--- config.mk ---
export PLATFORM = sky130hd
export DESIGN_NAME = i2c_cmd_seq
export DESIGN_NICKNAME = d
export VERILOG_FILES = /design/src/rtl/i2cs_pkg.sv /design/src/rtl/i2cs_status.sv /design/src/rtl/i2cs_seq.sv /design/src/rtl/i2c_cmd_seq.sv
export SDC_FILE = /design/constraint.sdc
export NUM_CORES = 1
export LEC_CHECK = 0
export BUFFER_PORTS_ARGS = -buffer_cell sky130_fd_sc_hd__buf_2
export CORE_MARGIN = 1.5
export CORE_UTILIZATION = 30
export DETAILED_ROUTE_END_ITERATION = 16
export GPL_ROUTABILITY_DRIVEN = 0
export GPL_TIMING_DRIVEN = 0
export HOLD_SLACK_MARGIN = 0.08
export PLACE_DENSITY = 0.62
export SLEW_MARGIN = 20
export SYNTH_ARGS = -nofsm -noshare
export SYNTH_HDL_FRONTEND = slang
export SYNTH_SLANG_ARGS = --single-unit
--- constraint.sdc ---
create_clock -name clk -period 4.3 [get_ports clk]
set_clock_uncertainty 0.1 [all_clocks]
set_input_delay 0.43 -clock clk [delete_from_list [all_inputs] [get_ports clk]]
set_output_delay 0.43 -clock clk [all_outputs]
set_load 0.02 [all_outputs]
--- src/rtl/i2cs_pkg.sv ---
package i2cs_pkg;
  // bus state codes seen in bits 22:19 of the read view
  localparam logic [3:0] ST_IDLE    = 4'h0;
  localparam logic [3:0] ST_ACTIVE  = 4'h8;
  localparam logic [3:0] ST_START   = 4'h9;
  localparam logic [3:0] ST_RESTART = 4'hA;
  localparam logic [3:0] ST_TXD     = 4'hC;

  // command bit positions
  localparam int CB_START  = 0;
  localparam int CB_TX     = 1;
  localparam int CB_RX     = 3;
  localparam int CB_LAST   = 4;
  localparam int CB_STOP   = 5;
  localparam int CB_POOLTX = 6;
  localparam int CMD_W     = 16;

  // event / status flag positions
  localparam int EV_ACK   = 0;
  localparam int EV_NAK   = 1;
  localparam int EV_RXD   = 2;
  localparam int EV_STOP  = 3;
  localparam int EV_ABORT = 4;
  localparam int EV_W     = 5;

  typedef enum logic [2:0] {
    PH_IDLE, PH_START, PH_TX, PH_RX, PH_STOP
  } phase_e;
endpackage

--- src/rtl/i2cs_status.sv ---
module i2cs_status
  import i2cs_pkg::*;
(
  input  logic            clk,
  input  logic            rst_n,
  input  logic [EV_W-1:0] evt,
  input  logic            clr_wr,
  input  logic [EV_W-1:0] clr_mask,
  output logic [EV_W-1:0] sts
);
  logic [EV_W-1:0] sts_q, sts_d, clr_eff;
  logic            sts_en;

  always_comb begin
    clr_eff = clr_wr ? clr_mask : '0;
    sts_d   = (sts_q & ~clr_eff) | evt;
    sts_en  = clr_wr | (|evt);
  end

  always_ff @(posedge clk or negedge rst_n) begin
    if (!rst_n)      sts_q <= '0;
    else if (sts_en) sts_q <= sts_d;
  end

  assign sts = sts_q;

  // an event always survives a simultaneous clear
  a_r9_set_wins: assert property (@(posedge clk) disable iff (!rst_n)
    evt[EV_RXD] |=> sts[EV_RXD]);
  // ACK and NAK never reported in one cycle
  a_r6_ack_nak_excl: assert property (@(posedge clk) disable iff (!rst_n)
    $onehot0({evt[EV_ACK], evt[EV_NAK]}));
endmodule

--- src/rtl/i2cs_seq.sv ---
module i2cs_seq
  import i2cs_pkg::*;
#(
  parameter int IDXW = 4
) (
  input  logic             clk,
  input  logic             rst_n,
  input  logic             master_en,
  input  logic             cmd_wr,
  input  logic [CMD_W-1:0] cmd_wdata,
  input  logic [7:0]       tx_byte,
  input  logic [IDXW-1:0]  pool_cnt_m1,
  input  logic [7:0]       pool_data,
  input  logic             bus_nak,
  input  logic [7:0]       bus_rdata,
  input  logic             rx_done,
  output logic [CMD_W-1:0] cmd_q,
  output logic [3:0]       state_q,
  output logic             busy_q,
  output logic [IDXW-1:0]  pool_idx,
  output logic             bus_start,
  output logic             bus_tx,
  output logic [7:0]       bus_wdata,
  output logic             bus_rx,
  output logic             bus_rx_nack,
  output logic             bus_stop,
  output logic [7:0]       rx_byte,
  output logic [EV_W-1:0]  evt
);
  phase_e           ph_q, ph_d;
  logic [CMD_W-1:0] cmd_d;
  logic [3:0]       st_d;
  logic             busy_d;
  logic [IDXW-1:0]  idx_q, idx_d;
  logic [7:0]       rxb_q, rxb_d;
  logic             pool_mode;

  assign pool_mode = cmd_q[CB_POOLTX];
  assign bus_wdata = pool_mode ? pool_data : tx_byte;
  assign pool_idx  = idx_q;
  assign rx_byte   = rxb_q;
  assign bus_rx_nack = bus_rx & cmd_q[CB_LAST];

  always_comb begin
    ph_d = ph_q; cmd_d = cmd_q; st_d = state_q; busy_d = busy_q;
    idx_d = idx_q; rxb_d = rxb_q; evt = '0;
    bus_start = 1'b0; bus_tx = 1'b0; bus_rx = 1'b0; bus_stop = 1'b0;
    unique case (ph_q)
      PH_IDLE: begin
        if (cmd_wr && master_en) begin
          cmd_d = cmd_wdata;
          idx_d = '0;
          ph_d  = PH_START;
        end
      end
      PH_START: begin
        ph_d = PH_TX;
        if (cmd_q[CB_START]) begin
          bus_start       = 1'b1;
          cmd_d[CB_START] = 1'b0;
          if (bus_nak) begin
            evt[EV_NAK] = 1'b1;
            busy_d      = 1'b0;
            st_d        = state_q[3] ? ST_RESTART : ST_START;
            ph_d        = PH_IDLE;
          end else begin
            evt[EV_ACK] = 1'b1;
            busy_d      = 1'b1;
            st_d        = ST_ACTIVE;
            if (!pool_mode || pool_cnt_m1 == '0) cmd_d[CB_TX] = 1'b0;
            else                                  idx_d = IDXW'(1);
          end
        end
      end
      PH_TX: begin
        if (cmd_q[CB_TX]) begin
          bus_tx = 1'b1;
          if (bus_nak) begin
            evt[EV_NAK]  = 1'b1;
            busy_d       = 1'b0;
            cmd_d[CB_TX] = 1'b0;
            st_d         = ST_ACTIVE;
            ph_d         = PH_RX;
          end else if (pool_mode && idx_q != pool_cnt_m1) begin
            idx_d = idx_q + 1'b1;
            st_d  = ST_TXD;
          end else begin
            evt[EV_ACK]  = 1'b1;
            cmd_d[CB_TX] = 1'b0;
            st_d         = ST_ACTIVE;
            ph_d         = PH_RX;
          end
        end else begin
          ph_d = PH_RX;
        end
      end
      PH_RX: begin
        ph_d = PH_STOP;
        if ((cmd_q[CB_RX] || cmd_q[CB_LAST]) && !rx_done) begin
          bus_rx         = 1'b1;
          rxb_d          = bus_rdata;
          evt[EV_RXD]    = 1'b1;
          cmd_d[CB_RX]   = 1'b0;
          cmd_d[CB_LAST] = 1'b0;
          st_d           = ST_ACTIVE;
        end
      end
      PH_STOP: begin
        ph_d = PH_IDLE;
        if (cmd_q[CB_STOP]) begin
          cmd_d[CB_STOP] = 1'b0;
          st_d           = ST_IDLE;
          if (state_q[3]) begin
            bus_stop     = 1'b1;
            busy_d       = 1'b0;
            evt[EV_STOP] = 1'b1;
          end else begin
            evt[EV_ABORT] = 1'b1;
          end
        end
      end
      default: ph_d = PH_IDLE;
    endcase
  end

  always_ff @(posedge clk or negedge rst_n) begin
    if (!rst_n) begin
      ph_q    <= PH_IDLE;
      cmd_q   <= '0;
      state_q <= ST_IDLE;
      busy_q  <= 1'b0;
      idx_q   <= '0;
      rxb_q   <= '0;
    end else begin
      ph_q    <= ph_d;
      cmd_q   <= cmd_d;
      state_q <= st_d;
      busy_q  <= busy_d;
      idx_q   <= idx_d;
      rxb_q   <= rxb_d;
    end
  end

  // a write with master mode off leaves the command unchanged
  a_r2_disabled_write: assert property (@(posedge clk) disable iff (!rst_n)
    (ph_q == PH_IDLE && cmd_wr && !master_en) |=> (cmd_q == $past(cmd_q)));
  // never two bus strobes in one cycle
  a_r10_one_strobe: assert property (@(posedge clk) disable iff (!rst_n)
    $onehot0({bus_start, bus_tx, bus_rx, bus_stop}));
  // a driven stop leaves the engine idle and the bus free
  a_r8_stop_idles: assert property (@(posedge clk) disable iff (!rst_n)
    bus_stop |=> (state_q == ST_IDLE && !busy_q));
  // no receive while receive-done is pending
  a_r7_rx_gated: assert property (@(posedge clk) disable iff (!rst_n)
    bus_rx |-> !rx_done);
  // refused address ends the sequence
  a_r4_nak_ends: assert property (@(posedge clk) disable iff (!rst_n)
    (bus_start && bus_nak) |=> (ph_q == PH_IDLE && !busy_q));
endmodule

--- src/rtl/i2c_cmd_seq.sv ---
module i2c_cmd_seq
  import i2cs_pkg::*;
#(
  parameter int POOL_DEPTH = 16,
  localparam int IDXW = $clog2(POOL_DEPTH)
) (
  input  logic             clk,
  input  logic             rst_n,
  input  logic             master_en,
  input  logic             cmd_wr,
  input  logic [15:0]      cmd_wdata,
  output logic [31:0]      cmd_rdata,
  input  logic [7:0]       tx_byte,
  output logic [7:0]       rx_byte,
  input  logic [IDXW-1:0]  pool_cnt_m1,
  output logic [IDXW-1:0]  pool_idx,
  input  logic [7:0]       pool_data,
  output logic             bus_start,
  output logic             bus_tx,
  output logic [7:0]       bus_wdata,
  input  logic             bus_nak,
  output logic             bus_rx,
  output logic             bus_rx_nack,
  input  logic [7:0]       bus_rdata,
  output logic             bus_stop,
  input  logic             sts_clr_wr,
  input  logic [4:0]       sts_clr_mask,
  output logic [4:0]       sts
);
  logic [CMD_W-1:0] cmd_q;
  logic [3:0]       state_q;
  logic             busy_q;
  logic [EV_W-1:0]  evt;

  i2cs_seq #(.IDXW(IDXW)) u_seq (
    .clk, .rst_n, .master_en, .cmd_wr, .cmd_wdata, .tx_byte, .pool_cnt_m1,
    .pool_data, .bus_nak, .bus_rdata, .rx_done(sts[EV_RXD]),
    .cmd_q, .state_q, .busy_q, .pool_idx, .bus_start, .bus_tx, .bus_wdata,
    .bus_rx, .bus_rx_nack, .bus_stop, .rx_byte, .evt
  );

  i2cs_status u_sts (
    .clk, .rst_n, .evt, .clr_wr(sts_clr_wr), .clr_mask(sts_clr_mask), .sts
  );

  assign cmd_rdata = {9'b0, state_q, 2'b0, busy_q, cmd_q};

  // a receive always raises receive-done
  a_r7_rx_flag: assert property (@(posedge clk) disable iff (!rst_n)
    bus_rx |=> sts[EV_RXD]);
  // stop is never driven from a non-active state
  a_r8_no_stop_idle: assert property (@(posedge clk) disable iff (!rst_n)
    bus_stop |-> cmd_rdata[22]);
endmodule

-- Word-level counts from Yosys, hierarchy flattened
Index checks and enable logic that the tools add are counted.
- output and inout port bits: 62
- word-level logic and storage cells: 124
- input port bits: 55
- bits in registers: 41
- mux-type cells: 63
- add/subtract/negate cells: 1
- bitwise gates (word level): 5
- eq/ne operators: 18
- reductions and logical operators: 26
- operators by type and width (operator ; number):
    $mux 4 ; 13
    $mux 1 ; 24
    $mux 3 ; 6
    $mux 2 ; 8
    $ne 2x1->1 const B ; 8
    $pmux 4 s4 ; 1
    $pmux 3 s4 ; 1
    $pmux 4 s3 ; 1
    $reduce_and 2->1 ; 5
    $reduce_and 5->1 ; 2
    $mux 8 ; 1
    $ne 2x2->1 const B ; 4
    $pmux 2 s2 ; 2
    $reduce_and 8->1 ; 1
    $eq 3x2->1 const B ; 2
    $mux 6 ; 1
    $pmux 1 s3 ; 2
    $reduce_and 6->1 ; 1
    $reduce_bool 2->1 ; 3
    $reduce_bool 3->1 ; 2
    $and 5x5->5 ; 1
    $mux 5 ; 1
    $not 5->5 ; 1
    $or 5x5->5 ; 1
    other kinds (16) ; 21

-- Longest topological paths before layout
- depth in word-level cells: 8
- gate-level depth with buffers: 6
- depth with buffers taken out: 5

-- By module
From an unflattened synthesis, not the netlist that was laid out.
- cells, all modules: 190
- area, all modules: 2120.8 µm²
- modules (own cells, without submodules) (module ; sequential area each (µm²) ; instances ; area each (µm²) ; cells each):
    i2cs_seq ; 900.9 ; 1 ; 1845.5 ; 162
    i2cs_status ; 125.1 ; 1 ; 181.4 ; 15
    i2c_cmd_seq ; 0.0 ; 1 ; 93.8 ; 13

-- Worst setup path before layout
No wires, ideal clock.
- kind: register -> output
- start: register u_seq.ph_q[1]
- end: output port bus_rx_nack
- setup slack: 2.374 ns
- stages on the path, launching flop included: 6
- required time: 3.770 ns
- path buffers: 2
- arrival: 1.396 ns
- path through: dfrtp_1 -> buf_2 -> inv_2 -> nor3_2 -> buf_2 -> and2_1
- word-level cells in the longest chain between the ends: 3
- ends and longest elaborated chain (element ; RTL line ; RTL):
    from (decl) ; i2cs_seq.sv:30 ; phase_e ph_q, ph_d;
    from (signal assigned) ; i2cs_seq.sv:135 ; ph_q <= ph_d;
    $eq 3x2->1 ; i2cs_seq.sv:48 ; unique case (ph_q)
    $mux 1 ; i2cs_seq.sv:48 ;
    net bus_rx ; i2c_cmd_seq.sv:22 ; output logic bus_rx,
    $and 1x1->1 ; i2cs_seq.sv:42 ; assign bus_rx_nack = bus_rx & cmd_q[CB_LAST];
    to (decl) ; i2c_cmd_seq.sv:23 ; output logic bus_rx_nack,
The timed path passes the listed nets, and every way through them passes these cells.

-- Worst setup path in the final report
- start: register u_seq.ph_q[1]
- end: output port bus_rx_nack
- word-level cells in the longest chain between the ends: 3
- ends and longest elaborated chain (element ; RTL line):
    $eq 3x2->1 ; i2cs_seq.sv:48
    $mux 1 ; i2cs_seq.sv:48
    $and 1x1->1 ; i2cs_seq.sv:42
Every way passes these cells.

==> out/qor.txt <==
Initial antenna violation count: 0
DRT iter0 DRCs: 59
FP Rows: 31
RR Endpoint: u_seq.cmd_q[8]
Tcrit/Tclk final: 55.4%
Vias in the first global route: 1740
Fmax: 0.420 GHz
Setup bufs post-CTS: 0
Hold Crit Class: input pin to async pin
Footprint of the multi-input gates: 1050 sq um
Final wirelength: 5400 um
Root Driver: clkbuf_8
Critical Path RT: 3.77 ns
Dpl cells: 416
R2R Path Start: u_seq.ph_q[0]
Cell variety after synth: 49
Power Total: 1.99 mW
Synthesized flop and latch total: 41
PwrDens: 666 nW/um^2
Worst Path Arrival: 1.85 ns
Clk sink count: 41
Initial core utilization: 30.8%
Sequential element share of the synthesized area: 46.2%
Ys flop type: dfrtp_1
Global-route wire length before repair: 8510 um
Slew Viols, Final: 0
Setup CP Type: flip-flop to output port
Syn Std Cell Area: 2220 sq um
Via-per-instance ratio: 4.52
Clock latency at the later pin of the worst-skew pair: 0.29 ns
Maximum vdd drop: 0.310 mV
Post-route DRC violation count: 0
Tmin final: 2.38 ns
Gr usage total: 13.8%
Vias post-DR: 1915
Least-Margin Pin Slew: 0.936 ns
Mean Syn Cell Area: 10.9 sq um
Largest net degree at the start of global routing: 42
Total area of sequential cells: 1030 sq um
Area growth from synthesis to layout: 34.3%
RSZ-0062 raised after global routing: false
Synth top area share: 46.2%
Post-CTS Hold Fix Bufs: 0
Yosys warning total: 0
Number of fill cells: 731
Max-cap viol count: 0
Crit Path Max Fanout: 10
CP endpoint kind: output port
Status: finished clean
Layout cells sized above 1: 49.8%
CTS clock-pin slew for the worst setup and hold paths: 0.08 ns
Finished Layout Cells: 424
Critical Path Source Type: flip-flop
Dpl hpwl: 4090 um
Number of port buffers: 104
Wire per inst: 12.7 um
Slew headroom: 37.6%
CTS max path bufs: 2
CTS tree: done
Chip height: 89.1 um
R2R setup slack: 2.36 ns
Core area: 7210 sq um
Remaining antenna violation count after routing: 0
Top cells by area, synth: dfrtp_1, mux2_2, mux2_1
Setup_tns: 0 ns
H-Tree Depth: 2
Mapped Cells: 203
Worst-case reg-to-reg path depth: 4
# nets final: 380
Final Hold Fails: 0
Num CTS Buffers: 5
# IOs: 117
Resize count post-CTS: 0
Total gr overflow: 0
Die area: 7930 sq um
First-pass DRT Iterations: 4
Static leakage: 1.52 nW
Yosys top cell by area: dfrtp_1
Die width: 89.1 um
Number of synthesized flops with an enable pin: 0
Core Util, Final: 41.4%
Final Setup Violations: 0
FFs w/ async S/R, synth: 100%
Ant. Diodes: 0
cell usage in the layout, fill, tap and decap left out, types with 4 or more instances in the layout:
master    instances
clkbuf_1          5
buf_4            14
a22o_1            4
nor3_1            4
buf_2           109
xnor2_1           5
o21ai_0           9
conb_1           11
mux2_1           12
nor2_1           14
a21oi_1           5
clkbuf_8          5
dfrtp_1          41
nand2_1          17
mux2_2           16
cell type report:
cell class              count  share of cell area (%)
repair buffers            104                    17.4
multi-input cells         144                    35.1
plain buffers              24                    5.74
well taps                  99                    4.15
inverters                   4                   0.503
flip-flops and latches     41                    34.4
clock buffers               8                    2.68
state kept, by name (all words and copies together), names as in the netlist:
name,count
u_sts.sts,5
u_seq.cmd_q,16
u_seq.state_q,4
u_seq.pool_idx,4
u_seq.busy_q,1
u_seq.rx_byte,8
u_seq.ph_q,3
how the worst max path moves through the flow:
stage | startpoint | endpoint | slack [ns] | depth (start not counted)
finish | u_seq.ph_q[1] | bus_rx_nack | 1.92 | 6
global placement | u_seq.ph_q[1] | bus_rx_nack | 2.23 | 6
global route | u_seq.ph_q[1] | bus_rx_nack | 1.72 | 6
floorplan | u_seq.ph_q[1] | bus_rx_nack | 2.37 | 5
CTS | u_seq.ph_q[1] | bus_rx_nack | 1.87 | 6
detailed placement | u_seq.ph_q[1] | bus_rx_nack | 2.21 | 6
layer usage:
layer,vias to the layer above,share of wire [%],global-route usage [%]
li1,943,-,-
met4,0,0.48,3.36
met1,900,45,18.4
met5,-,0,0
met3,4,5.5,3.42
met2,68,49,22.7
Yosys cell counts, types with 4 or more instances:
master	instances
buf_2	5
buf_4	14
mux2_1	12
nand2_1	17
nor2_1	14
a21oi_1	5
xnor2_1	5
dfrtp_1	41
nor3_1	4
o21ai_0	9
mux2_2	16
a22o_1	4
power breakdown:
| part | internal, mW | switching, mW |
|---|---|---|
| Clock | 0.116 | 0.131 |
| Sequential | 0.550 | 0.110 |
| Combinational | 0.449 | 0.632 |
| Total | 1.11 | 0.873 |
critical path: stages, from the launching register on:
cell	delay (ns)
dfrtp_1	0.36
buf_2	0.24
inv_2	0.09
nor3_2	0.29
buf_2	0.29
and2_1	0.15
buf_2	0.15
cell families after synthesis:
| logic type | count (synthesis) | synth area share, % |
|---|---|---|
| muxes | 30 | 15.5 |
| AOI/OAI and AO/OA | 41 | 13.4 |
| DFF | 41 | 46.2 |
| other | 1 | 0.169 |
| buffers and inverters | 28 | 8.39 |
| and+or+nand+nor | 56 | 13.8 |
| adders and majority gates | 1 | 0.563 |
| xor gates and xnor gates | 5 | 1.97 |
metrics by stage:
stage | hold WS, ns | setup WS (ns) | instance area [sq um]
2_1_floorplan | 0.0344 | 2.37 | 2260
3_3_place_gp | 0.360 | 2.23 | 2900
3_5_place_dp | 0.363 | 2.21 | 2900
4_1_cts | 0.217 | 1.87 | 2980
5_1_grt | 0.244 | 1.72 | 2980
6_report | 0.179 | 1.92 | 2980
Note: power is estimated with default switching activity, not from simulation.
